===== src/rtl/port_route_pkg.sv =====
package port_route_pkg;

    typedef enum logic [1:0] {
        PS_COMP = 2'd0,   // companion owns, controller not configured
        PS_HOLD = 2'd1,   // high-speed controller owns
        PS_LENT = 2'd2    // handed to companion for a slower device
    } port_st_e;

    typedef struct packed {
        port_st_e st;
        logic     owner_hs;
        logic     hs_disc;
        logic     cmp_conn;
    } port_reg_t;

    localparam port_reg_t PORT_RESET = '{st: PS_COMP, owner_hs: 1'b0,
                                         hs_disc: 1'b0, cmp_conn: 1'b0};

endpackage


===== src/rtl/port_route_fsm.sv =====
module port_route_fsm
    import port_route_pkg::*;
(
    input  logic clk,
    input  logic rst_n,
    input  logic cfg_i,
    input  logic conn_i,
    input  logic hs_i,
    output logic own_hs_o,
    output logic hs_disc_o,
    output logic cmp_conn_o
);

    port_reg_t r_d, r_q;

    always_comb begin
        r_d          = r_q;
        r_d.hs_disc  = 1'b0;
        r_d.cmp_conn = 1'b0;
        if (!cfg_i) begin
            // global override: companion owns, nothing announced
            r_d.st = PS_COMP;
        end else begin
            unique case (r_q.st)
                PS_COMP: r_d.st = PS_HOLD;
                PS_HOLD: begin
                    if (conn_i && !hs_i) begin
                        r_d.st       = PS_LENT;
                        r_d.hs_disc  = 1'b1;
                        r_d.cmp_conn = 1'b1;
                    end
                end
                PS_LENT: begin
                    if (!conn_i) r_d.st = PS_HOLD;
                end
                default: r_d.st = PS_COMP;
            endcase
        end
        r_d.owner_hs = (r_d.st == PS_HOLD);
    end

    always_ff @(posedge clk or negedge rst_n) begin
        if (!rst_n) r_q <= PORT_RESET;
        else        r_q <= r_d;
    end

    assign own_hs_o   = r_q.owner_hs;
    assign hs_disc_o  = r_q.hs_disc;
    assign cmp_conn_o = r_q.cmp_conn;

endmodule


===== src/rtl/port_owner_router.sv =====
module port_owner_router #(
    parameter int NPORTS = 4
) (
    input  logic              clk,
    input  logic              rst_n,
    input  logic              cfg_i,
    input  logic [NPORTS-1:0] conn_i,
    input  logic [NPORTS-1:0] hs_i,
    output logic [NPORTS-1:0] own_hs_o,
    output logic [NPORTS-1:0] hs_disc_o,
    output logic [NPORTS-1:0] cmp_conn_o
);

    for (genvar p = 0; p < NPORTS; p++) begin : g_port
        port_route_fsm u_fsm (
            .clk       (clk),
            .rst_n     (rst_n),
            .cfg_i     (cfg_i),
            .conn_i    (conn_i[p]),
            .hs_i      (hs_i[p]),
            .own_hs_o  (own_hs_o[p]),
            .hs_disc_o (hs_disc_o[p]),
            .cmp_conn_o(cmp_conn_o[p])
        );
    end

endmodule


===== config.mk =====
export PLATFORM = sky130hd
export DESIGN_NAME = port_owner_router
export DESIGN_NICKNAME = d
export VERILOG_FILES = /design/src/rtl/port_route_pkg.sv /design/src/rtl/port_route_fsm.sv /design/src/rtl/port_owner_router.sv
export SDC_FILE = /design/constraint.sdc
export NUM_CORES = 1
export LEC_CHECK = 0
export BUFFER_PORTS_ARGS = -buffer_cell sky130_fd_sc_hd__buf_2
export CAP_MARGIN = 10
export CORE_MARGIN = 2
export CORE_UTILIZATION = 50
export CTS_CLUSTER_SIZE = 40
export DETAILED_ROUTE_END_ITERATION = 8
export PLACE_DENSITY = 0.79
export SETUP_SLACK_MARGIN = 0.5
export SLEW_MARGIN = 10
export SYNTH_ARGS = -nofsm -noshare
export SYNTH_HDL_FRONTEND = slang
export SYNTH_HIERARCHICAL = 1
export SYNTH_SLANG_ARGS = --single-unit

===== constraint.sdc =====
create_clock -name clk -period 2.5 [get_ports clk]
set_input_delay 0.25 -clock clk [delete_from_list [all_inputs] [get_ports clk]]
set_output_delay 0.25 -clock clk [all_outputs]
set_load 0.05 [all_outputs]

==> results.md <==
- The via count of the first global-routing pass is 427.
- The core footprint is between 1000 and 1500 um^2.
- The overall routed net length is 1037 um.
- The required time of the critical path is 2.25 ns.
- Setup repair after global routing left no endpoint under its margin.
- The count of buffers inserted at the top-level ports is 22.
- The type of element launching the critical path is a register.
- The maximum single-stage delay on the critical path is roughly 0.35 ns.
- Counting the buffers created by CTS gives 3.
- The first detailed-routing pass ran for 4 iterations.
- In the final layout, flip-flops and latches occupy 400.4 um^2.
- The Yosys step of the flow raised 6 warnings.
- The final critical-path required period is 1.141 ns.
- The post-DP HPWL is 798.1 um.
- The number of nets in the synthesized netlist is 72.
- The cell sitting at the root of the clock tree is a sky130_fd_sc_hd__clkbuf_4.
- The share of the cycle needed by the critical path after routing is 0.4566.
- The internal portion of the total power is 390.3 uW.
- The buffering stage count on the worst path with inverters included is 1.
- The final weighted congestion of routability-driven global placement is roughly 0.59.
- The combinational cell fraction of total power is 0.160.
- The vertical die dimension is between 40 and 50 um.
- For this run, design rule violations remaining after detail routing come to 0.
- Headroom to the max-slew limit came out at 0.7753.
- The critical path in this run is classified as reg2out.
- The layout has 110 filler cells.
- The number of antenna violations at the first check in global routing is 0.
- IR analysis of the VDD net gives a maximum drop of between 300 and 400 uV.
- For this run the aggregate overflow at the end of global routing stands at 0.
- After detailed routing, the number of vias per cell comes to about 5.
- Summed over all cells, the static leakage comes to 0.4255 nW.
- For this run, the total global-route usage over all layers was measured as 0.1713.
- The maximum clock frequency is slightly below 0.9 GHz.
- The synthesized flop and latch total is 16.
- The total design power is around 530 uW.
- The first global-routing pass estimated approximately 1800 um of wire.
- From synthesis to final layout, the design area changed by 21.48%.
- The hold violation total from the final report was 0.
- The accumulated negative setup slack is 0 ns.
- The floorplan step defined a die boundary enclosing 1661 um^2.
- The sequential fraction of design power is 0.525.
- The netlist area before placement is 675.6 um^2.
- Counting instances, the worst hold path has a depth of 3.
- STA classifies the critical path endpoint as a primary output.
- At the worst endpoint, the arrival time is about 0.89 ns.
- After clock tree synthesis, the clock-pin slew on the worst setup and hold paths is about 0.09 ns.
- The initialized floorplan defines 13 standard-cell rows.
- The worst hold slack across all endpoints is 0.2168 ns.
- The synthesized instance count is 61.
- 23 I/O pins were placed.
- TritonCTS built the clock tree.
- For this design the ratio of total power to cell area is 649.2 nW/um^2.
- In the final layout, the share of cells above drive strength 1 is 0.3810.
- The starting DRC count in detailed routing is 8.
- The post-detailed-route count of antenna-violating nets is 0.
- The number of logic stages on the critical path including buffering is 1.
- The pin count of the biggest net entering global routing is 17.
- The total via count after detailed routing is 488.
- Of all nets on the critical path, the largest fanout is 2.
- The number of pins exceeding their max-slew limit in the final report was 0.
- The tightest min-delay check is of the in2reg type.
- The switching power total is 142.5 uW.
- Once layout is complete, the utilization of the core stands at 0.6388.
- The mean routed wirelength per cell is approximately 10 um.
- For this configuration, the core starts out at a cell density of 0.5258.
- The signal on the critical path passes through buf_2.
- The share of the Yosys chip area taken by registers is 0.5926.
- The fraction of power consumed by the clock network is 0.315.
- The number of buffers on the longest clock path is 2.
- The total of max-cap violations is 0.
- The final clock skew is 0.001149 ns.
- The cell family with the largest share of critical-path delay is flip-flops.
- The width of the chip is 40.76 um.
- At the pin with the least slew margin, the transition time is 0.3371 ns.
- Measured in cells, the most critical reg-to-reg path has a length of 3.
- Setup violations remaining at the end of the flow were counted as 0.
- The number of sinks driven by the clock tree is 16.
- The total area of multi-input combinational cells is between 200 and 250 um^2.
- Clock latency on the worst-skew pair, taken at its later pin, is 0.28 ns.
- Of the total power, the share spent switching nets is 0.2675.
- The number of different library cells in the post-synthesis netlist is 11.
- The layout net count is 96.
- In this run the post-CTS setup repair buffer count came out at 0.
- The mean cell area of the mapped netlist is 11.08 um^2.
- The number of antenna diodes in the final layout is 0.
- The flow ran to the end, and the final reports show no timing, DRC or antenna violations.
- The cell at the slowest stage of the critical path is sky130_fd_sc_hd__dfrtp_1.
- CTS built an H-tree with a depth of 1.
## synth_stat cells
cell / n / area (um^2)
sky130_fd_sc_hd__a21oi_1: 4 / 20.02
sky130_fd_sc_hd__nor2_1: 5 / 18.77
sky130_fd_sc_hd__nor2b_4: 3 / 41.29
sky130_fd_sc_hd__and3_1: 8 / 50.05
sky130_fd_sc_hd__dfrtp_1: 16 / 400.4
sky130_fd_sc_hd__nand2b_1: 7 / 43.79
sky130_fd_sc_hd__o21ai_2: 3 / 26.28
sky130_fd_sc_hd__buf_4: 4 / 30.03
sky130_fd_sc_hd__nand2_1: 9 / 33.78
sky130_fd_sc_hd__o21ai_1: 1 / 5.000
sky130_fd_sc_hd__nor2b_1: 1 / 6.260
## cell families (layout without fill, tap and decap cells)
group | after synthesis | count (layout) | share of synthesized area
simple gates | 33 | 33 | 0.2870
flops | 16 | 16 | 0.5926
compound gates | 8 | 8 | 0.07593
buf+inv | 4 | 27 | 0.04445
## worst min-delay path: cells and delay by family
kind                   cells  cell delay [ns]
AO/OA/AOI/OAI              1             0.04
buffers and inverters      1             0.10
AND/OR/NAND/NOR            1             0.07
## metrics by stage
stage / cells / setup slack, ns / cell area, um^2
global route: 99 / 1.297 / 820.8
finish: 99 / 1.359 / 820.8
CTS: 99 / 1.339 / 820.8
global placement: 94 / 1.653 / 774.5
floorplan: 61 / 1.364 / 675.6
detailed placement: 94 / 1.623 / 774.5
## final timing paths
path                                            startpoint                          to  slack, ns
worst min register to register      g_port[0].u_fsm/r_q[3]  g_port[0].u_fsm/cmp_conn_o       0.57
worst max register to register      g_port[0].u_fsm/r_q[3]    g_port[0].u_fsm/own_hs_o       1.60
worst max-delay path            g_port[1].u_fsm/cmp_conn_o                hs_disc_o[1]       1.36
worst min-delay path                             conn_i[0]      g_port[0].u_fsm/r_q[4]       0.22
max in group asynchronous                            rst_n      g_port[3].u_fsm/r_q[4]       1.86
min in group asynchronous                            rst_n  g_port[3].u_fsm/cmp_conn_o       0.39
## placed cells by master (no fill, tap or decap), drive strengths merged, types with 4 or more instances in the layout
cell type,Yosys,layout
buf,4,22
dfrtp,16,16
nand2,9,9
and3,8,8
nand2b,7,7
nor2,5,5
a21oi,4,4
clkbuf,0,4
nor2b,4,4
o21ai,4,4
## sequential cells by signal (all words and copies together) (netlist names)
signal / cells
g_port.u_fsm/own_hs_o: 4
g_port.u_fsm/cmp_conn_o: 4
g_port.u_fsm/r_q: 8
## power groups by stage
stage	clock network, mW	logic [mW]	registers [mW]
finish	0.168	0.0852	0.280
global route	0.186	0.0938	0.282
CTS	0.176	0.0863	0.280
detailed placement	0	0.0850	0.285
global placement	0	0.0839	0.284
floorplan	0	0.0347	0.308
## cell type report
type,count,share of cell area
Sequential cell,16,0.4878
Timing Repair Buffer,23,0.1463
Clock buffer,4,0.04421
Tap cell,15,0.02287
Multi-Input combinational cell,41,0.2988
## layer usage
metal  routed length [um]  vias up  global-route usage  part of all wire
met5                    0        -                   0                 0
met4                   16        0              0.1000             0.015
met3                   76        2             0.04891             0.073
met2                  482       20              0.2381              0.46
met1                  461      221              0.2359              0.44
li1                     -      245                   -                 -
## timing repair
item / CTS / global route
endpoints found under the hold margin: 16 / 0
hold buffers: 1 / 0
resized for setup: 0 / 0
Note: power is estimated with default switching activity, not from simulation.
